==> config.mk <==
export PLATFORM = sky130hd
export DESIGN_NAME = coh_match_reg
export DESIGN_NICKNAME = d
export VERILOG_FILES = /design/src/rtl/coh_pkg.sv /design/src/rtl/coh_wr_stage.sv /design/src/rtl/coh_rd_snap.sv /design/src/rtl/coh_match_reg.sv
export SDC_FILE = /design/constraint.sdc
export NUM_CORES = 1
export LEC_CHECK = 0
export BUFFER_PORTS_ARGS = -buffer_cell sky130_fd_sc_hd__buf_2
export CAP_MARGIN = 20
export CORE_UTILIZATION = 40
export CTS_BUF_LIST = sky130_fd_sc_hd__clkbuf_8
export DETAILED_ROUTE_END_ITERATION = 8
export HOLD_SLACK_MARGIN = 0.15
export PLACE_DENSITY = 0.71
export REMOVE_ABC_BUFFERS = 1
export SLEW_MARGIN = 5
export SYNTH_ARGS = -nofsm -noshare
export SYNTH_HDL_FRONTEND = slang
export SYNTH_SLANG_ARGS = --single-unit
export TNS_END_PERCENT = 5
==> constraint.sdc <==
create_clock -name clk_i -period 1.7 [get_ports clk_i]
set_input_delay 0.34 -clock clk_i [delete_from_list [all_inputs] [get_ports clk_i]]
set_output_delay 0.34 -clock clk_i [all_outputs]
set_load 0.05 [all_outputs]
==> src/rtl/coh_pkg.sv <==
package coh_pkg;
   typedef enum logic {
      HALF_LO = 1'b0,
      HALF_HI = 1'b1
   } half_e;
endpackage

==> src/rtl/coh_wr_stage.sv <==
module coh_wr_stage
   import coh_pkg::*;
#(
   parameter int BYTE_W = 8,
   localparam int WORD_W = 2 * BYTE_W
) (
   input  logic              clk_i,
   input  logic              rst_ni,
   input  logic              clr_i,
   input  logic              wr_en_i,
   input  half_e             sel_i,
   input  logic [BYTE_W-1:0] wdata_i,
   output logic              commit_o,
   output logic [WORD_W-1:0] commit_word_o,
   output logic              pend_o,
   output half_e             first_o
);
   logic [BYTE_W-1:0] stage_lo_q, stage_hi_q;
   logic              pend_q;
   half_e             first_q;

   always_ff @(posedge clk_i or negedge rst_ni) begin
      if (!rst_ni) begin
         stage_lo_q <= '0;
         stage_hi_q <= '0;
         pend_q     <= 1'b0;
         first_q    <= HALF_LO;
      end else if (clr_i) begin
         pend_q     <= 1'b0;
      end else if (wr_en_i) begin
         if (sel_i == HALF_HI) stage_hi_q <= wdata_i;
         else                  stage_lo_q <= wdata_i;
         if (!pend_q) begin
            pend_q  <= 1'b1;
            first_q <= sel_i;
         end else if (sel_i != first_q) begin
            pend_q  <= 1'b0;
         end
      end
   end

   assign commit_o      = !clr_i && wr_en_i && pend_q && (sel_i != first_q);
   assign commit_word_o = (sel_i == HALF_HI) ? {wdata_i, stage_lo_q}
                                             : {stage_hi_q, wdata_i};
   assign pend_o        = pend_q;
   assign first_o       = first_q;
endmodule

==> src/rtl/coh_rd_snap.sv <==
module coh_rd_snap
   import coh_pkg::*;
#(
   parameter int BYTE_W = 8,
   localparam int WORD_W = 2 * BYTE_W
) (
   input  logic              clk_i,
   input  logic              rst_ni,
   input  logic              clr_i,
   input  logic              rd_en_i,
   input  half_e             sel_i,
   input  logic [WORD_W-1:0] live_i,
   output logic [BYTE_W-1:0] rd_byte_o,
   output logic              pend_o,
   output half_e             first_o,
   output logic [WORD_W-1:0] snap_o
);
   logic [WORD_W-1:0] snap_q;
   logic              pend_q;
   half_e             first_q;
   logic [WORD_W-1:0] src;

   always_ff @(posedge clk_i or negedge rst_ni) begin
      if (!rst_ni) begin
         snap_q  <= '0;
         pend_q  <= 1'b0;
         first_q <= HALF_LO;
      end else if (clr_i) begin
         pend_q  <= 1'b0;
      end else if (rd_en_i) begin
         if (!pend_q) begin
            snap_q  <= live_i;
            pend_q  <= 1'b1;
            first_q <= sel_i;
         end else if (sel_i != first_q) begin
            pend_q  <= 1'b0;
         end
      end
   end

   always_comb begin
      src = pend_q ? snap_q : live_i;
      if (clr_i)
         rd_byte_o = (sel_i == HALF_HI) ? '0 : live_i[BYTE_W-1:0];
      else
         rd_byte_o = (sel_i == HALF_HI) ? src[WORD_W-1:BYTE_W]
                                        : src[BYTE_W-1:0];
   end

   assign pend_o  = pend_q;
   assign first_o = first_q;
   assign snap_o  = snap_q;
endmodule

==> src/rtl/coh_match_reg.sv <==
module coh_match_reg
   import coh_pkg::*;
#(
   parameter int          BYTE_W    = 8,
   parameter bit          REG_RDATA = 1'b1,
   localparam int         WORD_W    = 2 * BYTE_W
) (
   input  logic              clk_i,
   input  logic              rst_ni,
   input  logic              wide_mode_i,
   input  logic              rd_en_i,
   input  logic              wr_en_i,
   input  logic              sel_hi_i,
   input  logic [BYTE_W-1:0] wdata_i,
   output logic [BYTE_W-1:0] rdata_o,
   output logic [WORD_W-1:0] match_value_o
);
   if (BYTE_W < 1) begin : g_bad_width
      $error("coh_match_reg: BYTE_W must be at least 1");
   end

   half_e             sel;
   logic              narrow;
   logic [WORD_W-1:0] live_q;
   logic              commit;
   logic [WORD_W-1:0] commit_word;
   logic              wr_pend, rd_pend;
   half_e             wr_first, rd_first;
   logic [WORD_W-1:0] snap;
   logic [BYTE_W-1:0] rd_byte;

   assign sel    = half_e'(sel_hi_i);
   assign narrow = !wide_mode_i;

   coh_wr_stage #(.BYTE_W(BYTE_W)) u_wr (
      .clk_i, .rst_ni, .clr_i(narrow), .wr_en_i,
      .sel_i(sel), .wdata_i,
      .commit_o(commit), .commit_word_o(commit_word),
      .pend_o(wr_pend), .first_o(wr_first)
   );

   coh_rd_snap #(.BYTE_W(BYTE_W)) u_rd (
      .clk_i, .rst_ni, .clr_i(narrow), .rd_en_i,
      .sel_i(sel), .live_i(live_q),
      .rd_byte_o(rd_byte), .pend_o(rd_pend),
      .first_o(rd_first), .snap_o(snap)
   );

   always_ff @(posedge clk_i or negedge rst_ni) begin
      if (!rst_ni)
         live_q <= '0;
      else if (commit)
         live_q <= commit_word;
      else if (narrow && wr_en_i && sel == HALF_LO)
         live_q[BYTE_W-1:0] <= wdata_i;
   end

   assign match_value_o = wide_mode_i ? live_q
                                      : {{BYTE_W{1'b0}}, live_q[BYTE_W-1:0]};

   if (REG_RDATA) begin : g_rdata_reg
      logic [BYTE_W-1:0] rdata_q;
      always_ff @(posedge clk_i or negedge rst_ni) begin
         if (!rst_ni)      rdata_q <= '0;
         else if (rd_en_i) rdata_q <= rd_byte;
      end
      assign rdata_o = rdata_q;
   end else begin : g_rdata_comb
      assign rdata_o = rd_en_i ? rd_byte : '0;
   end
endmodule

# Word level (Yosys, flattened, before mapping)
# Index checks and enable logic that the tools add are counted.
# classes
bitwise,3
order_cmp,0
addsub,0
n_mux,16
n_eq_ne,4
div_mod_pow,0
n_shift,0
multipliers,0
reduce_logical,12
# ops
cell,n
$mux W16,3
$mux W8,5
$reduce_and A3 Y1,4
$mux W1,8
$logic_and A1 B1 Y1,5
$ne A2 B1 Y1 const B,2
$not A1 Y1,3
$ne A1 B1 Y1,2
$reduce_and A2 Y1,1
$reduce_bool A2 Y1,1
$logic_not A1 Y1,1
# word_totals
mem_bits_rw,0
latchBits,0
input_bits,14
regBits,60
mem_bits_ro,0
n_memories,0

# Depth between registers and ports, before layout
# Gate-level depths: netlist of the first run.
# logic_depth
depth_word,5
ltp_mapped,7

# Hierarchy
# A second synthesis of the first run with hierarchy kept.
# unflattened
cells_unflattened,218
hier_area_um2,3069.2
# by_module_without_submodules
module,seq_area_each_um2,cells_each,area_per_inst_um2,n_inst
coh_match_reg,600.6,78,1137.3,1
coh_rd_snap,450.4,80,1026.0,1
coh_wr_stage,450.4,60,905.9,1

# Least setup slack after synthesis of the first run
# Ideal clock, no wire load.
# synth_path
kind,input to register
from,input sel_hi_i
to,register live_q[5]
setup_slack_ns,-0.102
cell_stages,5
setup_ns,0.127
arrival_ns,1.675
n_path_buf,1
cell_sequence,buf_4 > inv_2 > nor4_4 > mux2_1 > mux2_1
# synth_between
elab_chain_len,3
elab_cells_between_ends,7
cone_classes,eq/ne: 1; mux: 2; bitwise: 1; reduce/logical: 3
# synth_rtl
item,line,source
from (decl),coh_match_reg.sv:13,"input logic sel_hi_i,"
$ne A1 B1 Y1 or $not A1 Y1 (tied branches),n/a,
$logic_and A1 B1 Y1 (on tied branches),"coh_wr_stage.sv:42, coh_match_reg.sv:54",
$mux W8 or $reduce_bool A2 Y1 (tied branches),n/a,
to (signal assigned),coh_match_reg.sv:53,live_q <= commit_word;
"to (signal, indexed assignment)",coh_match_reg.sv:55,live_q[BYTE_W-1:0] <= wdata_i;
to (decl),coh_match_reg.sv:24,logic [WORD_W-1:0] live_q;
# Parallel ways exist; a longest one is shown, timed or not.
# A chain may end at the register's enable or synchronous reset.

# Final worst setup path of the first run
# layout_path
from,register u_wr.first_q (netlist: u_wr.first_o)
to,register live_q[6]
# layout_between
elab_chain_len,3
elab_cells_between_ends,4
cone_classes,eq/ne: 1; mux: 1; reduce/logical: 2
# layout_rtl
item,line,source
from (decl),coh_wr_stage.sv:20,half_e first_q;
from (signal assigned),coh_wr_stage.sv:35,first_q <= sel_i;
$ne A1 B1 Y1 *,coh_wr_stage.sv:42,assign commit_o = !clr_i && wr_en_i && pend_q && (sel_i != first_q);
$logic_and A1 B1 Y1 *,coh_wr_stage.sv:42,
$mux W8 or $reduce_bool A2 Y1 (tied branches),n/a,
# Mark *: on every way between the ends. The rest lies on a longest branch, timed or not.

==> results of run 1 <==
[cell usage after synthesis]
master,number,share of area
mux2_2,30,0.12
clkbuf_2,1,0.0017
o21ai_2,1,0.0031
nand2_1,9,0.012
mux2_1,6,0.024
nor4_4,1,0.0074
mux2i_1,18,0.063
o21ai_0,19,0.033
and4_1,1,0.0031
and2_1,8,0.018
xor2_1,2,0.0061
dfrtp_1,60,0.53
nand2b_1,1,0.0022
a21oi_1,20,0.035
nor3b_1,5,0.013
buf_4,9,0.024
nor2_1,8,0.011
nor2b_1,5,0.011
nand3b_1,2,0.0053
a2bb2oi_1,3,0.0092
a31oi_1,2,0.0044
inv_2,2,0.0026
inv_1,10,0.013
nor4b_2,1,0.0053
o22ai_1,8,0.018
nand3_1,7,0.012
clkbuf_1,9,0.012
buf_2,5,0.0088
[sequential cells by signal (all words and copies together) (netlist names)]
name,flops
live_q,16
u_rd.snap_o,16
rdata_o,8
u_wr.stage_hi_q,8
u_wr.stage_lo_q,8
u_rd.first_o,1
u_rd.pend_o,1
u_wr.first_o,1
u_wr.pend_o,1
[worst max-delay path, stage by stage, from the launching register on]
cell	delay, ns
dfrtp_1	0.40
nor4_4	0.35
mux2_1	0.37
mux2_1	0.29
[layer usage]
metal  routed length (µm)  track usage  up-vias
met2                 2710        0.276       35
met1                 2680        0.225      931
met4                  152       0.0970        0
met5                    0            0        -
met3                  183       0.0381       12
li1                     -            -      967
[power by group]
part | total, mW | internal (mW) | switching (mW)
logic | 1.43 | 0.529 | 0.904
clock network | 1.19 | 0.672 | 0.516
registers | 2.13 | 1.84 | 0.285
total | 4.75 | 3.04 | 1.70
[final cells by class]
cell class              count  area share
well taps                  96      0.0355
clock inverters             2     0.00259
repair buffers             55       0.103
clock buffers              13      0.0529
multi-input cells         157       0.349
inverters                  12      0.0133
flip-flops and latches     60       0.444
[metrics by stage]
| stage | area (µm²) | instances | total power, mW | hold slack (ns) | setup slack, ns |
|---|---|---|---|---|---|
| after detailed placement | 3180 | 379 | 3.59 | 0.375 | 0.000801 |
| after CTS | 3380 | 395 | 4.79 | 0.273 | 0.162 |
| after global routing | 3380 | 395 | 5.04 | 0.275 | 0.103 |
| final | 3380 | 395 | 4.75 | 0.290 | 0.174 |
| after global placement | 3180 | 379 | 3.54 | 0.370 | 0.0727 |
| after floorplan | 2730 | 229 | 3.14 | 0.0444 | 0.000581 |
[how the worst max path moves through the flow]
stage | from | endpoint | slack (ns) | cells past startpoint
floorplan | sel_hi_i | live_q[6]$_DFFE_PN0P_ | 0.0006 | 4
global placement | sel_hi_i | live_q[6]$_DFFE_PN0P_ | 0.07 | 5
detailed placement | sel_hi_i | live_q[6]$_DFFE_PN0P_ | 0.0008 | 5
CTS | u_wr.first_o$_DFFE_PN0P_ | live_q[6]$_DFFE_PN0P_ | 0.16 | 3
global route | u_wr.first_o$_DFFE_PN0P_ | live_q[6]$_DFFE_PN0P_ | 0.10 | 3
finish | u_wr.first_o$_DFFE_PN0P_ | live_q[6]$_DFFE_PN0P_ | 0.17 | 3
[cell families (layout without fill, tap and decap cells)]
kind of cell              after synthesis  in the layout  share of synthesized area
xor gates and xnor gates                2              2                    0.00613
and+or+nand+nor                        48             48                     0.0994
buffers and inverters                  36             82                     0.0617
muxes                                  54             54                      0.205
DFF                                    60             60                      0.525
AOI/OAI and AO/OA                      53             53                      0.102
[repair_timing]
action / 4_1_cts / 5_1_grt
hold buffers: 1 / 0
endpoints found under the hold margin: 60 / 0
endpoints found under the setup margin: 0 / 0
==> metrics.cfg, run 1 <==
[worst_setup_path]
critPathLaunchType=register
reg2reg_from=u_wr.first_o$_DFFE_PN0P_
r2r_end=live_q[6]$_DFFE_PN0P_
crit_fanout=4
worstPathArrival_ns=1.74
crit_required_ns=1.92
reg2reg_slack_ns=0.17
r2r_cells=3
cp-end-kind=register
critPathKind=reg2reg

[drt]
vias=1945
drc=0
drt_iter0_markers=145
drtPass1Iterations=4
wl_per_cell_um=14.5
wl_um=5720
vias_per_cell=4.92
detail-route-antenna-nets=0

[min_path]
hold_end=u_wr.stage_hi_q[3]$_DFFE_PN0P_
worstHoldStart=wdata_i[3]
hold_depth=2
hp-class=in2reg

[floorplan]
io_pins=38
num_rows=30
die_h_um=86.5
die_area_um2=7490
core_um2=6830
die_w_um=86.5
start_util=0.418

[cells_and_area]
nets=309
seq_area_um2=1500
layout_common_cells=dfrtp_1, buf_2, mux2_2, a21oi_1, o21ai_0
utilization=0.495
drive_gt1_frac=0.344
antenna_cells=0
final_common_cell=dfrtp_1
fillers=659
multi_input_area_um2=1180
area_growth_pct=18.3

[clock_tree]
cts_buffer_depth=2
clk_latency_ns=0.33
htree_levels=3
cts_num_sinks=60
cts_tree=done
numCtsBuffers=9
post_cts_resized=0
clkTransAtPathRegs_ns=0.06
post_cts_buffers=0
root_buffer=clkbuf_8

[timing]
setup_viol=0
rsz0062_at_grt=no
fmaxAchievable_ghz=0.655
tightest_slew_ns=0.431
finalClockSkew_ns=0.00556
slew_headroom=0.712
post-route-period-util=0.898
hold_viol=0
fin_tns_setup_ns=0
drv_slew=0
min_period_ns=1.53

[global_route]
antenna_found_initial=0
grt_max_degree=61
grt-ovfl-total=0
grt_pass1_wl_um=9850
grt_use_total=0.175
grt_pass1_vias=2000

[logic_synthesis]
synth-seq-cells=60
netlist_instances=253
synth_cell_types=28
ys_warn_count=0
syn-cell-area_um2=2860
avgSynthCellArea_um2=11.3
ys_seq_area_frac=0.525

[run]
cap_violations=0

[power]
pwr_density_cell_nw_per_um2=1400
ir_drop_uv=575
leakage_nw=1.56

[outcome]
outcome=finished clean

[placed_design]
port_buffers=37
gp_congestion=0.727
dp_hpwl_um=3940

(Power assumes the default switching activity.)
==> run 2: changes to the inputs <==
--- a/config.mk
+++ b/config.mk
@@ -5,13 +5,13 @@
 export SDC_FILE = /design/constraint.sdc
 export NUM_CORES = 1
 export LEC_CHECK = 0
-export BUFFER_PORTS_ARGS = -buffer_cell sky130_fd_sc_hd__buf_2
 export CAP_MARGIN = 20
 export CORE_UTILIZATION = 40
 export CTS_BUF_LIST = sky130_fd_sc_hd__clkbuf_8
 export DETAILED_ROUTE_END_ITERATION = 8
+export DONT_BUFFER_PORTS = 1
 export HOLD_SLACK_MARGIN = 0.15
-export PLACE_DENSITY = 0.71
+export PLACE_DENSITY = 0.66
 export REMOVE_ABC_BUFFERS = 1
 export SLEW_MARGIN = 5
 export SYNTH_ARGS = -nofsm -noshare
==> run 2 against run 1 <==
Against the previous run:
- the run now ends with hold timing left
- die area unchanged
- sequential power up 7%
- power grew 4.5%
- worst setup slack lost 0.072 ns
- critical path depth shrank 2
- clock-buffer cell count shrank 3
- final cell count fell by 7.1%
- wire length increased by 0.31%
- design area fell by 2.0%
- sequential cell count unchanged
- sequential share of layout area rose by 0.90 points
- clock skew is 0.0023 ns higher
- critical path type is now reg2out
- largest cell class unchanged
- highest routed layer unchanged
==> metrics.cfg, run 2 (synthesis results as in run 1) <==
[timing]
hold_viol=60
finalClockSkew_ns=0.00784
slew_headroom=0.637
hold_slack_ns=-0.314
setup_viol=0
fin_tns_setup_ns=0
post-route-period-util=0.940
fmaxAchievable_ghz=0.626
rsz0062_at_grt=no
setup_slack_ns=0.102
min_period_ns=1.60
drv_slew=0
tightest_slew_ns=0.548

[worst_setup_path]
worstPathArrival_ns=1.26
crit_path_start=live_q[15]$_DFFE_PN0P_
cp_slowest_cell=and2_1
crit_fanout=4
slowest_delay_ns=0.50
cp-end-kind=output pin
crit_required_ns=1.36
crit_family=simple AND/OR/NAND/NOR gates
critPathKind=reg2out
crit_chain=and2_1
crit_buf_inv=0
critPathLaunchType=register
reg2reg_from=u_wr.first_o$_DFFE_PN0P_

[global_route]
grt_max_degree=61
antenna_found_initial=0
grt_pass1_vias=1900
grt_pass1_wl_um=9540
grt-ovfl-total=0
grt_use_total=0.171

[clock_tree]
root_buffer=clkbuf_8
htree_levels=3
post_cts_buffers=0
holdBufCountCts=11
cts_tree=done
cts_num_sinks=60
cts_buffer_depth=2
numCtsBuffers=9
post_cts_resized=0
clkTransAtPathRegs_ns=0.07
clk_latency_ns=0.34

[cells_and_area]
final_common_cell=dfrtp_1
fillers=647
layout_common_cells=dfrtp_1, mux2_2, a21oi_1, o21ai_0, mux2i_1
antenna_cells=0
fin_cells=367
multi_input_area_um2=1180
seq_area_um2=1500
drive_gt1_frac=0.244
area_growth_pct=16.0
nets=281
utilization=0.485

[floorplan]
start_util=0.418
die_h_um=86.5
num_rows=30
die_area_um2=7490
core_um2=6830
die_w_um=86.5
io_pins=38

[drt]
drtPass1Iterations=4
drt_iter0_markers=94
vias=1883
wl_um=5740
drc=0
detail-route-antenna-nets=0
vias_per_cell=5.13
wl_per_cell_um=15.6

[placed_design]
port_buffers=0
dp_hpwl_um=3700
gp_congestion=0.756
pre_cts_slack_ns=0.114
dp_cells=341

[power]
combPwrFrac=0.229
swShare=0.332
clock_power_share=0.311
seqPwrFrac=0.460
pwr_density_cell_nw_per_um2=1500
ir_drop_uv=372
switchingPower_mw=1.65
internal-power_mw=3.32
leakage_nw=1.45

[run]
cap_violations=0

[outcome]
violations=hold timing
outcome=finished, violations left

[min_path]
hp-class=in2async

==> run 2: power by group through the flow <==
stage / clock network (mW) / logic (mW) / registers (mW)
after global routing: 1.64 / 1.23 / 2.35
after CTS: 1.58 / 1.14 / 2.29
after detailed placement: 0 / 1.11 / 2.31
after floorplan: 0 / 0.753 / 2.39
final: 1.54 / 1.14 / 2.28
after global placement: 0 / 1.09 / 2.29
==> run 2: worst paths after layout <==
path | to | slack (ns) | cells past startpoint
worst max-delay path | match_value_o[15] | 0.10 | 1
worst min-delay path | live_q[15]$_DFFE_PN0P_ | -0.31 | 0
worst max register to register | live_q[6]$_DFFE_PN0P_ | 0.11 | 3
worst min register to register | u_rd.snap_o[0]$_DFFE_PN0P_ | 0.49 | 2
max in group asynchronous | u_wr.pend_o$_DFFE_PN0P_ | 1.90 | 0
min in group clk_i | rdata_o[3]$_DFFE_PN0P_ | 0.16 | 2
==> run 2: final cells by class <==
cell class | count | share of cell area
Inverter | 12 | 0.0136
Clock buffer | 10 | 0.0415
Tap cell | 96 | 0.0362
Multi-Input combinational cell | 157 | 0.356
Timing Repair Buffer | 27 | 0.0695
Clock inverter | 5 | 0.0302
Sequential cell | 60 | 0.453
==> run 2: per-layer routing <==
layer	GRT usage	wire, µm	part of all wire
met3	0.0505	220	0.038
met4	0.0833	87	0.015
met1	0.214	2650	0.46
met5	0	0	0
met2	0.271	2790	0.49
==> run 2: stage by stage <==
step	area [µm²]	total power, mW	hold slack [ns]
6_report	3310	4.96	-0.314
4_1_cts	3310	5.01	-0.328
5_1_grt	3310	5.22	-0.343
3_3_place_gp	2970	3.38	0.0455
3_5_place_dp	2970	3.42	0.0456
2_1_floorplan	2730	3.14	0.0444
